## config.mk

```make
export PLATFORM = sky130hd
export DESIGN_NAME = addsub_carry_unit
export DESIGN_NICKNAME = d
export VERILOG_FILES = /design/src/rtl/addsub_pkg.sv /design/src/rtl/addsub_operand_steer.sv /design/src/rtl/addsub_adder.sv /design/src/rtl/addsub_flag_reg.sv /design/src/rtl/addsub_carry_unit.sv
export SDC_FILE = /design/constraint.sdc
export NUM_CORES = 1
export LEC_CHECK = 0
export CAP_MARGIN = 5
export CORE_AREA = 2 2 144 146
export CTS_CLUSTER_SIZE = 16
export DETAILED_ROUTE_END_ITERATION = 12
export DIE_AREA = 0 0 146 148
export PLACE_DENSITY = 0.43
export SYNTH_ARGS = -nofsm -noshare
export SYNTH_HDL_FRONTEND = slang
export SYNTH_SLANG_ARGS = --single-unit
```

## constraint.sdc

```tcl
create_clock -name clk -period 6.95 [get_ports clk]
set_clock_uncertainty 0.05 [all_clocks]
set_input_delay 1.39 -clock clk [delete_from_list [all_inputs] [get_ports clk]]
set_output_delay 1.39 -clock clk [all_outputs]
set_load 0.005 [all_outputs]
```

## src/rtl/addsub_pkg.sv

```systemverilog
package addsub_pkg;

  typedef enum logic [2:0] {
    OP_ADD = 3'd0,
    OP_SUB = 3'd1,
    OP_RSB = 3'd2,
    OP_ADC = 3'd3,
    OP_SBC = 3'd4,
    OP_RSC = 3'd5
  } alu_op_e;

  typedef struct packed {
    logic n;
    logic z;
    logic c;
    logic v;
  } nzcv_t;

endpackage

```

## src/rtl/addsub_operand_steer.sv

```systemverilog
module addsub_operand_steer
  import addsub_pkg::*;
#(
  parameter int WIDTH = 32
) (
  input  logic [2:0]       op,
  input  logic [WIDTH-1:0] opa,
  input  logic [WIDTH-1:0] opb,
  input  logic             carry_in,
  output logic [WIDTH-1:0] add_x,
  output logic [WIDTH-1:0] add_y,
  output logic             add_cin,
  output logic             op_valid
);

  // Subtractions become x + ~y + cin; the reversed forms swap which
  // operand is inverted.
  always_comb begin
    add_x    = '0;
    add_y    = '0;
    add_cin  = 1'b0;
    op_valid = 1'b1;
    case (op)
      OP_ADD: begin add_x = opa; add_y = opb;  add_cin = 1'b0;     end
      OP_SUB: begin add_x = opa; add_y = ~opb; add_cin = 1'b1;     end
      OP_RSB: begin add_x = opb; add_y = ~opa; add_cin = 1'b1;     end
      OP_ADC: begin add_x = opa; add_y = opb;  add_cin = carry_in; end
      OP_SBC: begin add_x = opa; add_y = ~opb; add_cin = carry_in; end
      OP_RSC: begin add_x = opb; add_y = ~opa; add_cin = carry_in; end
      default: op_valid = 1'b0;
    endcase
  end

endmodule

```

## src/rtl/addsub_adder.sv

```systemverilog
module addsub_adder #(
  parameter int WIDTH = 32
) (
  input  logic [WIDTH-1:0] add_x,
  input  logic [WIDTH-1:0] add_y,
  input  logic             add_cin,
  output logic [WIDTH-1:0] sum,
  output logic             cout,
  output logic             ovf
);

  localparam int MSB = WIDTH - 1;

  logic [WIDTH:0] wide;

  always_comb begin
    wide = {1'b0, add_x} + {1'b0, add_y} + {{WIDTH{1'b0}}, add_cin};
    sum  = wide[MSB:0];
    cout = wide[WIDTH];
    ovf  = (add_x[MSB] == add_y[MSB]) && (wide[MSB] != add_x[MSB]);
  end

endmodule

```

## src/rtl/addsub_flag_reg.sv

```systemverilog
module addsub_flag_reg
  import addsub_pkg::*;
#(
  parameter int WIDTH = 32
) (
  input  logic             clk,
  input  logic             rst,
  input  logic             capture,
  input  logic [WIDTH-1:0] sum,
  input  logic             cout,
  input  logic             ovf,
  output nzcv_t            flags
);

  localparam int MSB = WIDTH - 1;

  nzcv_t next_flags;

  always_comb begin
    next_flags.n = sum[MSB];
    next_flags.z = (sum == '0);
    next_flags.c = cout;
    next_flags.v = ovf;
  end

  always_ff @(posedge clk) begin
    if (rst) begin
      flags <= '0;
    end else if (capture) begin
      flags <= next_flags;
    end
  end

  // without a capture the register must hold
  assert_flags_hold_R8: assert property (@(posedge clk) disable iff (rst)
    !capture |=> $stable(flags));

endmodule

```

## src/rtl/addsub_carry_unit.sv

```systemverilog
module addsub_carry_unit
  import addsub_pkg::*;
#(
  parameter int WIDTH = 32
) (
  input  logic             clk,
  input  logic             rst,
  input  logic [2:0]       op,
  input  logic [WIDTH-1:0] opa,
  input  logic [WIDTH-1:0] opb,
  input  logic             carry_in,
  input  logic             flag_en,
  output logic [WIDTH-1:0] result,
  output logic             flag_n,
  output logic             flag_z,
  output logic             flag_c,
  output logic             flag_v
);

  localparam int MSB = WIDTH - 1;

  logic [WIDTH-1:0] add_x;
  logic [WIDTH-1:0] add_y;
  logic             add_cin;
  logic             op_valid;
  logic [WIDTH-1:0] sum;
  logic             cout;
  logic             ovf;
  nzcv_t            flags;

  addsub_operand_steer #(.WIDTH(WIDTH)) u_steer (
    .op       (op),
    .opa      (opa),
    .opb      (opb),
    .carry_in (carry_in),
    .add_x    (add_x),
    .add_y    (add_y),
    .add_cin  (add_cin),
    .op_valid (op_valid)
  );

  addsub_adder #(.WIDTH(WIDTH)) u_adder (
    .add_x   (add_x),
    .add_y   (add_y),
    .add_cin (add_cin),
    .sum     (sum),
    .cout    (cout),
    .ovf     (ovf)
  );

  addsub_flag_reg #(.WIDTH(WIDTH)) u_flags (
    .clk     (clk),
    .rst     (rst),
    .capture (flag_en && op_valid),
    .sum     (sum),
    .cout    (cout),
    .ovf     (ovf),
    .flags   (flags)
  );

  always_ff @(posedge clk) begin
    if (rst) begin
      result <= '0;
    end else begin
      result <= op_valid ? sum : '0;
    end
  end

  assign flag_n = flags.n;
  assign flag_z = flags.z;
  assign flag_c = flags.c;
  assign flag_v = flags.v;

  // reserved codes give zero and leave flags alone
  assert_reserved_zero_R9: assert property (@(posedge clk) disable iff (rst)
    (op > 3'd5) |=> (result == '0) && $stable({flag_n, flag_z, flag_c, flag_v}));

  // captured N and Z agree with the registered result
  assert_nz_match_R5: assert property (@(posedge clk) disable iff (rst)
    (flag_en && op <= 3'd5) |=> (flag_n == result[MSB]) && (flag_z == (result == '0)));

  // equal operands in a plain subtract never borrow
  assert_equal_sub_no_borrow_R6: assert property (@(posedge clk) disable iff (rst)
    (flag_en && op == OP_SUB && opa == opb) |=> flag_c && flag_z);

endmodule

```

==> reports/results.ini <==
[status]
outcome = complete, no violations

[routing]
wl_met2_um = 7336
drt-total-wl_um = 17030
top_layer = met4
wl_per_cell_um = 16.26
wl_met1_um = 8887
route.detailed.drc = 0
via_per_inst = 5.139
antenna_left = 0
wl_met3_um = 687
vias = 5381
dr.pass1.iters = 5
drtIter0Drc = 370

[timing]
setup_slack_ps = 1142
finalSetupViolCount = 0
fin_crit_ps = 5808
fin_setup_tns_ps = 0
worst_pin_slew_ps = 1122
rsz0062_at_grt = false
hold_violations = 0
fin_crit_sh = 0.8356
drv_slew = 0
fmaxAchievable_ghz = 0.1722
max_slew_margin = 0.2523

[setup_path]
worstPathRequired_ps = 7110
cpMaxStageDelayCell = clkdlybuf4s50_1
critPathKind = in -> reg
critPathTopFamily = compound AO/OA/AOI/OAI gates
path_cells = clkdlybuf4s50_1 > nor2b_1 > nand2_1 > o21ai_2 > buf_4 > a22oi_1 > fa_1 > inv_1 > fa_1 > a211oi_2 > o31ai_2 > nand4_1 > a311oi_1 > a31oi_1 > nor2b_1 > xnor2_1 > nor4_1 > nand4_1 > o21ai_1
crit_buf_inv = 3
cp_max_fo = 23
cp-end-kind = flop
cp_data_arrival_time_ps = 5970
cp-start-kind = input pin
critPathMaxStageDelay_ps = 590

[grt]
grt_pass1_wl_um = 27230
grt.total_usage = 0.1524
antenna_found_initial = 0
grt_start_max_net_pins = 68
grt_pass1_vias = 5078
grt_overflow = 0

[synthesis]
syn_area_sq_um = 4932
yosysSeqAreaShare = 0.1461
syn_inst = 705
synth-async-reset-ratio = 0
syn_nets = 809
avgSynthCellArea_sq_um = 6.996
synth_cell_types = 63
synth_edf_count = 0
ys_ff_latch = 36
yosys_warnings = 0
ys.flop_type = dfxtp_1

[clock_tree]
clock_latency_ps = 270
clock-sinks = 36
postCtsSetupBuffers = 0
holdBufCountCts = 0
cts_tree = done
cts_resized = 0
clockBufferDepth = 2
htree_levels = 2
root_buffer = clkbuf_16
clk_pin_slew_ps = 50
cts_buffers = 5

[run]
maxCapViolations = 0

[place]
place.gp.congestion = 0.8608
place_ws_ps = 857.3
hpwl_um = 13690
numPortBuffers = 106

[power_and_ir_drop]
peakVddDrop_mv = 0.08288
clockPowerShare = 0.191
swShare = 0.3991
p_leak_uw = 0.002588
p_switching_uw = 430.8
intPower_uw = 648.7
share_comb_of_total_power = 0.581
p_per_area_nw_per_um2 = 170.5
p_seq_frac = 0.228

[floorplanning]
ios = 107
start_util = 0.2461
die_width_um = 146
dieArea_sq_um = 21610
die-height_um = 148
core_area_sq_um = 20040
row_count = 52

[finish]
diodes = 0
mostFrequentLayoutCells = 106 x nor2_1, 104 x clkdlybuf4s50_1, 92 x a21oi_1, 46 x xnor2_1, 43 x inv_1
area_delta_synth_final_pct = 28.34
drive_gt1_frac = 0.03604
final_nets = 881
final_common_cell = nor2_1

[min_path]
worstHoldPathType = reg -> reg

[worst paths after layout]
check        slack, ps               end  depth (start not counted)        startpoint
max               1140  u_flags.flags[2]                         19             op[2]
min                420  u_flags.flags[1]                          2  u_flags.flags[1]
max reg2reg       6200  u_flags.flags[1]                          2  u_flags.flags[1]
min reg2reg        420  u_flags.flags[1]                          2  u_flags.flags[1]
[metal layers]
| metal | vias to the layer above | track usage |
|---|---|---|
| met5 | - | 0 |
| met4 | 0 | 0.02621 |
| met3 | 6 | 0.008642 |
| met2 | 136 | 0.2375 |
| met1 | 2562 | 0.2332 |
| li1 | 2677 | - |
[cells in the mapped netlist (all sizes together), types with 3 or more instances]
cell,n,area share
a221oi,3,0.0066
a211oi,5,0.0086
a21oi,92,0.093
dfxtp,36,0.15
a2111oi,4,0.0071
clkbuf,37,0.028
a21o,9,0.014
nand4,9,0.011
nor2,106,0.081
o21a,7,0.011
nor3b,3,0.0056
inv,43,0.033
nand2b,7,0.0089
o21ai,23,0.024
xnor2,47,0.085
xor2,9,0.016
o22ai,31,0.039
ha,31,0.079
mux2i,33,0.067
nand3,6,0.0061
nor3,8,0.0081
nor4,4,0.0051
nor2b,18,0.023
o211ai,4,0.0071
nand2,34,0.026
or3,4,0.0051
nor4b,3,0.0053
a31oi,8,0.011
and3,5,0.0063
o31ai,3,0.0056
a21boi,3,0.0046
a311oi,3,0.0053
a22o,31,0.055
buf,11,0.010
[through the flow]
step	cells	total power (uW)	hold slack [ps]	util	area, sq um
detailed placement	1040	873.3	423.9	0.3092	6196
global route	1047	1159	460.4	0.3159	6330
finish	1047	1079	424.8	0.3159	6330
floorplan	705	642.7	396.7	-	4932
CTS	1047	1085	432.0	0.3159	6330
global placement	1040	872.4	414.1	0.3092	6196
[registers in the layout, indices dropped and copies added (netlist names)]
signal,flops
u_flags.flags,4
result,32
[power groups by stage]
stage / sequential [uW] / clock [uW] / combinational, uW
2_1_floorplan: 255 / 0 / 388
3_3_place_gp: 251 / 0 / 621
3_5_place_dp: 251 / 0 / 622
4_1_cts: 247 / 212 / 626
5_1_grt: 250 / 218 / 691
6_report: 246 / 206 / 627
[layout make-up]
type / count / area [sq um]
fillers: 2217 / 13710
clock buffers: 6 / 128.9
multi-input cells: 578 / 3867
repair buffers: 113 / 1109
well taps: 270 / 337.8
flip-flops and latches: 36 / 720.7
inverters: 43 / 161.4
clock inverters: 1 / 5.005
[cells by family after synthesis]
group                    share of synthesized area
AO/OA/AOI/OAI                               0.3250
buffers and inverters                      0.07128
AND/OR/NAND/NOR                             0.2029
multiplexers                               0.06697
adder cells (fa/ha/maj)                    0.08676
flip-flops                                  0.1461
XOR/XNOR                                    0.1010
[worst register-to-register path, stage by stage, from the launching register on]
cell      delay, ps
dfxtp_1         330
inv_1            40
a221oi_1        240
(Power assumes the default switching activity.)
